--- config.mk ---
export PLATFORM = sky130hd
export DESIGN_NAME = irq_ctrl
export DESIGN_NICKNAME = d
export VERILOG_FILES = /design/src/rtl/irq_ctrl_pkg.sv /design/src/rtl/irq_sync.sv /design/src/rtl/irq_detect.sv /design/src/rtl/irq_regs.sv /design/src/rtl/irq_ctrl.sv
export SDC_FILE = /design/constraint.sdc
export NUM_CORES = 1
export LEC_CHECK = 0
export BUFFER_PORTS_ARGS = -buffer_cell sky130_fd_sc_hd__buf_2
export CELL_PAD_IN_SITES_DETAIL_PLACEMENT = 0
export CELL_PAD_IN_SITES_GLOBAL_PLACEMENT = 1
export CORE_MARGIN = 5
export CORE_UTILIZATION = 35
export CTS_CLUSTER_DIAMETER = 100
export CTS_CLUSTER_SIZE = 8
export DETAILED_ROUTE_END_ITERATION = 7
export PLACE_DENSITY = 0.79
export REMOVE_ABC_BUFFERS = 1
export SKIP_LAST_GASP = 1
export SLEW_MARGIN = 25
export SYNTH_ARGS = -nofsm -noshare
export SYNTH_HDL_FRONTEND = slang
export SYNTH_SLANG_ARGS = --single-unit
--- constraint.sdc ---
create_clock -name clk -period 1.8 [get_ports clk]
set_input_delay 0.09 -clock clk [delete_from_list [all_inputs] [get_ports clk]]
set_output_delay 0.09 -clock clk [all_outputs]
set_load 0.01 [all_outputs]
--- src/rtl/irq_ctrl_pkg.sv ---
package irq_ctrl_pkg;

    localparam int DATA_W = 8;

    // control register layout
    localparam int GIE_BIT   = 7;
    localparam int EN_LSB    = 4;
    localparam int FLAG_LSB  = 0;
    // option register
    localparam int EDGE_BIT  = 6;

    typedef enum logic [1:0] {
        REG_CTRL = 2'd0,
        REG_OPT  = 2'd1,
        REG_PORT = 2'd2,
        REG_NONE = 2'd3
    } reg_sel_e;

    // one bit per source; tmr is the MSB, chg the LSB
    typedef struct packed {
        logic tmr;
        logic ext;
        logic chg;
    } src_t;

    localparam int NSRC = $bits(src_t);

    function automatic logic [DATA_W-1:0] pack_ctrl(input logic gie,
                                                    input src_t en,
                                                    input src_t flg);
        logic [DATA_W-1:0] v;
        v = '0;
        v[GIE_BIT] = gie;
        v[EN_LSB +: NSRC] = en;
        v[FLAG_LSB +: NSRC] = flg;
        return v;
    endfunction

endpackage

--- src/rtl/irq_sync.sv ---
module irq_sync #(
    parameter int W      = 1,
    parameter int STAGES = 2
) (
    input  logic         clk,
    input  logic         rst,
    input  logic [W-1:0] d,
    output logic [W-1:0] q
);
    logic [W-1:0] stage [STAGES];

    genvar k;
    generate
        for (k = 0; k < STAGES; k++) begin : g_stage
            if (k == 0) begin : g_first
                always_ff @(posedge clk) begin
                    if (rst) stage[0] <= '0;
                    else     stage[0] <= d;
                end
            end else begin : g_next
                always_ff @(posedge clk) begin
                    if (rst) stage[k] <= '0;
                    else     stage[k] <= stage[k-1];
                end
            end
        end
    endgenerate

    assign q = stage[STAGES-1];
endmodule

--- src/rtl/irq_detect.sv ---
module irq_detect
    import irq_ctrl_pkg::*;
#(
    parameter int PORT_W = 4
) (
    input  logic              clk,
    input  logic              rst,
    input  logic              ext_s,
    input  logic [PORT_W-1:0] port_s,
    input  logic              tmr_ovf,
    input  logic              edge_rise,
    input  logic              latch_load,
    output src_t              ev
);
    logic              ext_prev;
    logic [PORT_W-1:0] port_ref;

    always_ff @(posedge clk) begin
        if (rst) begin
            ext_prev <= 1'b0;
            port_ref <= '0;
        end else begin
            ext_prev <= ext_s;
            if (latch_load) port_ref <= port_s;
        end
    end

    always_comb begin
        ev.tmr = tmr_ovf;
        ev.ext = edge_rise ? (ext_s & ~ext_prev) : (~ext_s & ext_prev);
        ev.chg = (port_s != port_ref);
    end

    // in rising mode two edge events can never be back to back
    p_edge_single_r2: assert property (@(posedge clk) disable iff (rst)
        (ev.ext && edge_rise) |=> !(ev.ext && edge_rise));

    // after loading the latch with unchanged pins there is no mismatch
    p_latch_quiet_r4: assert property (@(posedge clk) disable iff (rst)
        latch_load |=> ($stable(port_s) -> !ev.chg));
endmodule

--- src/rtl/irq_regs.sv ---
module irq_regs
    import irq_ctrl_pkg::*;
#(
    parameter int PC_W = 13
) (
    input  logic              clk,
    input  logic              rst,
    input  logic              wr_ctrl,
    input  logic              wr_opt,
    input  logic [DATA_W-1:0] wdata,
    input  src_t              ev,
    input  logic              insn_boundary,
    input  logic [PC_W-1:0]   pc_in,
    input  logic              ret_strobe,
    output logic              gie,
    output src_t              en,
    output src_t              flags,
    output logic              edge_rise,
    output logic              irq_req,
    output logic              irq_take,
    output logic [PC_W-1:0]   saved_pc
);
    logic entry;
    src_t flag_base;

    assign irq_req = gie && ((flags & en) != '0);
    assign entry   = insn_boundary && irq_req;

    // software value first, then events OR in: a set always wins
    always_comb begin
        flag_base = wr_ctrl ? src_t'(wdata[FLAG_LSB +: NSRC]) : flags;
    end

    always_ff @(posedge clk) begin
        if (rst) begin
            gie       <= 1'b0;
            en        <= '0;
            flags     <= '0;
            edge_rise <= 1'b0;
            irq_take  <= 1'b0;
            saved_pc  <= '0;
        end else begin
            flags    <= flag_base | ev;
            irq_take <= entry;
            if (wr_ctrl) en <= src_t'(wdata[EN_LSB +: NSRC]);
            if (wr_opt)  edge_rise <= wdata[EDGE_BIT];
            if (entry)   saved_pc <= pc_in;
            if (entry)           gie <= 1'b0;
            else if (ret_strobe) gie <= 1'b1;
            else if (wr_ctrl)    gie <= wdata[GIE_BIT];
        end
    end

    genvar i;
    generate
        for (i = 0; i < NSRC; i++) begin : g_flag_chk
            // an event sets its flag regardless of any enable
            p_event_sets_r6: assert property (@(posedge clk) disable iff (rst)
                ev[i] |=> flags[i]);
            // a clearing write in the event cycle does not win
            p_set_wins_r10: assert property (@(posedge clk) disable iff (rst)
                (ev[i] && wr_ctrl && !wdata[FLAG_LSB + i]) |=> flags[i]);
            // without a write a flag cannot drop
            p_sticky_r4: assert property (@(posedge clk) disable iff (rst)
                (flags[i] && !wr_ctrl) |=> flags[i]);
        end
    endgenerate

    // entry pulse follows an enabled boundary and leaves gie clear
    p_take_clears_r8: assert property (@(posedge clk) disable iff (rst)
        irq_take |-> (!gie && $past(gie)));
    // the saved address only moves on an entry
    p_pc_hold_r8: assert property (@(posedge clk) disable iff (rst)
        !irq_take |-> $stable(saved_pc));
    // return restores gie unless an entry happens in the same cycle
    p_ret_sets_r9: assert property (@(posedge clk) disable iff (rst)
        (ret_strobe && !entry) |=> gie);
endmodule

--- src/rtl/irq_ctrl.sv ---
module irq_ctrl
    import irq_ctrl_pkg::*;
#(
    parameter int PC_W        = 13,
    parameter int PORT_W      = 4,
    parameter int SYNC_STAGES = 2,
    parameter int VEC_ADDR    = 4
) (
    input  logic              clk,
    input  logic              rst,
    input  logic              bus_we,
    input  logic              bus_re,
    input  logic [1:0]        bus_addr,
    input  logic [7:0]        bus_wdata,
    output logic [7:0]        bus_rdata,
    input  logic              ext_pin,
    input  logic [PORT_W-1:0] port_pins,
    input  logic              tmr_ovf,
    input  logic              insn_boundary,
    input  logic [PC_W-1:0]   pc_in,
    input  logic              ret_strobe,
    output logic              irq_req,
    output logic              irq_take,
    output logic [PC_W-1:0]   vec_addr,
    output logic [PC_W-1:0]   ret_pc
);
    localparam int SYNC_W = PORT_W + 1;
    localparam logic [PC_W-1:0] VEC = PC_W'(VEC_ADDR);

    reg_sel_e          sel;
    logic              wr_ctrl, wr_opt, port_rd;
    logic [SYNC_W-1:0] pins_s;
    logic              ext_s;
    logic [PORT_W-1:0] port_s;
    src_t              ev, en, flags;
    logic              gie, edge_rise;
    logic [DATA_W-1:0] rd_mux;

    assign sel     = reg_sel_e'(bus_addr);
    assign wr_ctrl = bus_we && (sel == REG_CTRL);
    assign wr_opt  = bus_we && (sel == REG_OPT);
    assign port_rd = bus_re && (sel == REG_PORT);

    irq_sync #(.W(SYNC_W), .STAGES(SYNC_STAGES)) u_sync (
        .clk (clk),
        .rst (rst),
        .d   ({ext_pin, port_pins}),
        .q   (pins_s)
    );
    assign ext_s  = pins_s[SYNC_W-1];
    assign port_s = pins_s[PORT_W-1:0];

    irq_detect #(.PORT_W(PORT_W)) u_detect (
        .clk        (clk),
        .rst        (rst),
        .ext_s      (ext_s),
        .port_s     (port_s),
        .tmr_ovf    (tmr_ovf),
        .edge_rise  (edge_rise),
        .latch_load (port_rd),
        .ev         (ev)
    );

    irq_regs #(.PC_W(PC_W)) u_regs (
        .clk           (clk),
        .rst           (rst),
        .wr_ctrl       (wr_ctrl),
        .wr_opt        (wr_opt),
        .wdata         (bus_wdata),
        .ev            (ev),
        .insn_boundary (insn_boundary),
        .pc_in         (pc_in),
        .ret_strobe    (ret_strobe),
        .gie           (gie),
        .en            (en),
        .flags         (flags),
        .edge_rise     (edge_rise),
        .irq_req       (irq_req),
        .irq_take      (irq_take),
        .saved_pc      (ret_pc)
    );

    always_comb begin
        unique case (sel)
            REG_CTRL: rd_mux = pack_ctrl(gie, en, flags);
            REG_OPT:  begin
                rd_mux = '0;
                rd_mux[EDGE_BIT] = edge_rise;
            end
            REG_PORT: rd_mux = DATA_W'(port_s);
            default:  rd_mux = '0;
        endcase
    end

    always_ff @(posedge clk) begin
        if (rst)         bus_rdata <= '0;
        else if (bus_re) bus_rdata <= rd_mux;
    end

    assign vec_addr = VEC;

    // no request can be pending across a cleared global enable
    p_req_gated_r7: assert property (@(posedge clk) disable iff (rst)
        $fell(u_regs.gie) |-> !irq_req);
    // a request raised right after a return comes from a set flag
    p_req_after_ret_r11: assert property (@(posedge clk) disable iff (rst)
        (ret_strobe && !irq_req && ((flags & en) != '0)) |=> irq_req);
endmodule

# Word-level counts from Yosys, hierarchy flattened
# Memories as Yosys holds them, arrays and structs flattened.
# Cells that the tools add are included.
[op_classes] eq_ne=3 mux=10 n_bitwise=8 n_reduce_logical=9
[op_table] operator="8-bit one-hot mux with 3 select lines" n=1
[op_table] operator="5-bit 2-to-1 mux" n=2
[op_table] operator="1-bit 2-to-1 mux" n=6
[op_table] operator="1-bit logical AND" n=5
[op_table] operator="4-bit != test" n=1
[op_table] operator="3-bit bitwise AND" n=1
[op_table] operator="3-bit 2-to-1 mux" n=1
[op_table] operator="3-bit OR" n=1
[op_table] operator="3-bit nonzero test" n=1
[op_table] operator="1-bit bitwise AND" n=2
[op_table] operator="2-bit by 1-bit equality test with 1-bit output (second input constant)" n=1
[op_table] operator="2-bit equality test (second input constant)" n=1
[op_table] operator="2-bit logical NOT" n=1
[op_table] operator="1-bit NOT" n=2
[op_table] operator="1-bit OR" n=2
[op_table] operator="2-bit nonzero test" n=1
[op_table] operator="2-bit OR reduction" n=1
[word_totals] regBits=35 ramBits=10 out_inout_bits=36 word_cells=44 memories=1
[memory_table] memory="u_sync.stage" words=2 width=5 read_ports=2 rd_clocked_by_memory_dff=0 wr=2 line="irq_sync.sv:10" rtl="logic [W-1:0] stage [STAGES];"

# Longest topological paths before layout
[depth] ltp_word=5 depth_mapped=5 ltp_nobuf=3

# By module
# A second synthesis with hierarchy kept.
[hier_totals] hier_cells=189 area_unflattened_um2=1950.6
[modules_own_cells] mod="irq_regs" n_inst=1 cells_per_inst=94 area_each_um2=962.2 seq_area_each_um2=440.4
[modules_own_cells] mod="irq_ctrl" n_inst=1 cells_per_inst=51 area_each_um2=494.2 seq_area_each_um2=160.2
[modules_own_cells] mod="irq_sync" n_inst=1 cells_per_inst=20 area_each_um2=262.8 seq_area_each_um2=200.2
[modules_own_cells] mod="irq_detect" n_inst=1 cells_per_inst=24 area_each_um2=231.5 seq_area_each_um2=100.1

# Least setup slack after synthesis
# OpenSTA, ideal clock, no wires.
[synth_timing] path_kind="reg2reg" start="register u_regs.flags[0] (netlist name)" end="register u_regs.gie" setup_ns=0.079 arrival_time_ns=1.169 required_ns=1.721 slack_ns=0.551 stages_incl_launch_ff=6 n_path_buf=2 period_less_slack_ns=1.249 path_cell_list="dfxtp_1 a222oi_1 buf_4 buf_6 nor2_2 a211oi_2"
[synth_between] elab_chain_len=5
[synth_lines] item="3-bit bitwise AND" line="irq_regs.sv:26" rtl="assign irq_req = gie && ((flags & en) != '0);"
[synth_lines] item="3-bit nonzero test" line="irq_regs.sv:26"
[synth_lines] item="1-bit logical AND" line="irq_regs.sv:26"
[synth_lines] item="1-bit logical AND" line="irq_regs.sv:27" rtl="assign entry = insn_boundary && irq_req;"
[synth_lines] item="2-bit OR reduction (no source line)"
[synth_lines] item="end signal, assigned" line="irq_regs.sv:50" rtl="else if (wr_ctrl) gie <= wdata[GIE_BIT];"
[synth_lines] item="end, declared" line="irq_regs.sv:15" rtl="output logic gie,"
# No other way between the ends.
# A chain may end at the register's enable or synchronous reset.

# Worst setup path in the final report
[layout_timing] start="register u_regs.flags[0] (netlist name)" end="output port irq_req"
[layout_between] elab_chain_len=3
[layout_lines] item="3-bit bitwise AND" line="irq_regs.sv:26"
[layout_lines] item="3-bit nonzero test" line="irq_regs.sv:26"
[layout_lines] item="1-bit logical AND" line="irq_regs.sv:26"
[layout_lines] item="end, declared" line="irq_ctrl.sv:22" rtl="output logic irq_req,"
# No other way between the ends.

==> summary.md <==
| Metric | Value |
|---|---|
| Hold Violations, Final | `0` |
| Site row count | `26` |
| Final wirelength | `~3900 microns` |
| Root Driver | `clkbuf_8` |
| Netlist cell types | `29` |
| Gr usage total | `a little under an eighth` |
| Critical path arrival | `between 1500 and 2000 ps` |
| Die ar. | `roughly 6900 sq um` |
| Die height | `roughly 83 microns` |
| Initial antenna violation count | `0` |
| Async S/R FF share, synth | `0%` |
| Hold Crit Class | `in -> reg` |
| Hold Path Depth | `3` |
| Max stage delay on crit path | `350 ps` |
| Vias in the first global route | `roughly 1,300` |
| Dpl hpwl | `~2800 microns` |
| Gr ovfl total | `0` |
| CTS resizes | `0` |
| Leak pwr | `between 0.001 and 0.0015 uW` |
| Final Non-Filler Cells | `roughly 320` |
| Clock skew | `7.21 ps` |
| Worst-path fanout max | `29` |
| # IOs | `71` |
| Worst skew pair latency | `between 200 and 300 ps` |
| Syn-to-layout area delta | `23.1%` |
| Final period demand of the worst path | `~1600 ps` |
| Clk slew on worst S/H paths | `~80 ps` |
| Drt initial violations | `44` |
| Hold buffer count at cts | `5` |
| Clk sinks | `45` |
| WP data required | `~1700 ps` |
| Drt first pass iters | `4` |
| Largest net degree at the start of global routing | `30` |
| Final Slew Violations | `0` |
| Period utilization | `about nine tenths` |
| Top cells by area, synth | `dfxtp_1, nor2b_1, buf_4` |
| Vias | `between 1,000 and 1,500` |
| Post-synth top cells | `dfxtp_1, a21oi_1, nor2b_1` |
| Crit path kind | `reg -> out` |
| Buf/Inv on CP | `2` |
| Sequential share of the synthesized area | `about half` |
| Die Span X | `about 83 microns` |
| Fillcell total | `between 500 and 600` |
| Per-cell routed wire length | `12.0 microns` |
| Detail Route Antenna Nets | `0` |
| DR DRC count | `0` |
| Crit-path cells | `a222oi_1 -> buf_4 -> nor2b_1 -> buf_2` |
| Via-per-instance ratio | `4.49` |
| Number of diodes | `0` |
| Finish-stage setup viols | `0` |
| Worst Hold Path EP | `u_regs.flags[2]` |
| Postcts setup bufs | `0` |
| Setup total negative slack | `0 ps` |
| Post-synth top area cell | `dfxtp_1` |
| CTS tree | `done` |
| Status | `completed` |
| Pwr per Cell Area | `around 800 nW/um^2` |
| Core area | `between 5000 and 6000 sq um` |
| Placed cell areas | `2160 sq um` |
| Most numerous cell in the Yosys netlist | `dfxtp_1` |
| Flop2flop setup slack | `~420 ps` |
| Ys flop type | `dfxtp_1` |
| EDFF count, synth | `0` |
| Fraction of final layout cells sized beyond drive strength 1 | `33.1%` |
| Initial Util | `36.4%` |
| Startpoint Class | `register` |
| H-tree lvl count | `2` |
| Slowest CP cell | `a222oi_1` |
| #FFs+latches synth | `between 40 and 50` |
| Cells after synthesis | `around 200` |
| RSZ-0062 raised after global routing | `no` |
| FF-to-FF path depth | `3` |
| Max Fclk | `0.619 GHz` |
| Layout Nets | `288` |
| Mapped Area | `between 1500 and 2000 sq um` |
| Max cap viols | `0` |
| Cts bufs inserted | `5` |
| Hold WS | `roughly 36 ps` |
| Critical Path Sink Type | `output port` |
| GPL Wtd Cong | `0.715` |
| Delay-heaviest family, CP | `buffers and inverters` |
| Worst Hold Launch | `tmr_ovf` |
| Post-synth top area share | `around half` |
| Worst vdd rail ir drop | `around 0.40 mV` |
| Reg2Reg Capture Point | `u_regs.saved_pc[8]` |
| Avg Inst Size Synth | `around 9.5 sq um` |
| Design area | `2300 sq um` |
| Synth warnings | `0` |
| First-pass GRT wire length | `between 6000 and 7000 microns` |
| Port Buffer Count | `56` |
| Post-layout util | `roughly 45%` |
| Reg-to-reg critical path startpoint | `u_regs.gie` |
| Placed insts | `approximately 310` |
| Max Buffers Root-to-Sink | `2` |
[registers in the layout (all words and copies together) (netlist names)]
| signal | flops |
|---|---|
| u_regs.en | 3 |
| u_regs.irq_take | 1 |
| u_detect.port_ref | 4 |
| u_sync.stage | 10 |
| u_regs.edge_rise | 1 |
| bus_rdata | 8 |
| u_regs.flags | 3 |
| u_regs.saved_pc | 13 |
| u_regs.gie | 1 |
| u_detect.ext_prev | 1 |
[through the flow]
| stage | total power (uW) | setup WS (ps) |
|---|---|---|
| floorplan | 1140 | -513 |
| global placement | 1230 | 448 |
| detailed placement | 1230 | 407 |
| CTS | 1880 | 145 |
| global route | 1950 | 20.1 |
| finish | 1860 | 185 |
[layout by cell type, fill, tap and decap left out, types with 2 or more instances in the layout]
cell type,count
or3b_1,4
clkbuf_8,6
dlygate4sd3_1,5
buf_2,56
xor2_1,4
mux2_2,4
nand2_1,2
conb_1,13
nor2b_1,20
buf_4,3
or3b_2,9
o21ai_0,6
dfxtp_1,45
a21oi_1,20
inv_1,3
nand3b_1,3
mux2i_1,11
o21ai_1,7
a31oi_1,5
nor2_1,16
[metal layers]
metal	vias to the layer above	GRT usage (%)	wire length, microns
met5	-	0	0
met4	0	4.90	26
met3	5	4.16	240
met2	43	18.2	1860
met1	656	14.3	1760
li1	750	-	-
[worst reg2reg max path: stages, from the launching register on]
cell and delay [ps]:
dfxtp_1 380, nand2_2 280, or3b_2 540, a21oi_1 130
[worst max path at each step]
stage,to,depth (start not counted),startpoint
after global placement,u_regs.saved_pc[6],3,u_regs.gie
after detailed placement,u_regs.saved_pc[8],3,u_regs.gie
after global routing,irq_req,4,u_regs.flags[0]
after floorplan,u_regs.saved_pc[0],3,u_regs.en[0]
final,irq_req,4,u_regs.flags[0]
after CTS,irq_req,4,u_regs.flags[0]
[logic make-up (layout without fill, tap and decap cells)]
group                  Yosys count  after routing  synth area share [%]
other                            2             13                 0.401
AO/OA/AOI/OAI                   40             40                  11.7
flip-flops                      45             45                  48.2
multiplexers                    15             15                  8.29
buffers and inverters           29             76                  9.50
XOR/XNOR                         4              4                  1.87
AND/OR/NAND/NOR                 61             61                  20.1
[where the power goes]
group	internal (uW)	switching [uW]	total [uW]
Combinational	82.4	91.5	174
Sequential	1020	15.8	1040
Clock	311	333	644
Total	1420	440	1860
[final cells by class]
cell class / instances / area, sq um / share of cell area [%]
inverters: 3 / 11.3 / 0.489
multi-input cells: 133 / 833 / 36.2
repair buffers: 65 / 373 / 16.2
clock inverters: 2 / 13.8 / 0.598
well taps: 70 / 87.6 / 3.80
flip-flops and latches: 45 / 901 / 39.1
clock buffers: 6 / 82.6 / 3.59
Note: power is estimated with default switching activity, not from simulation.
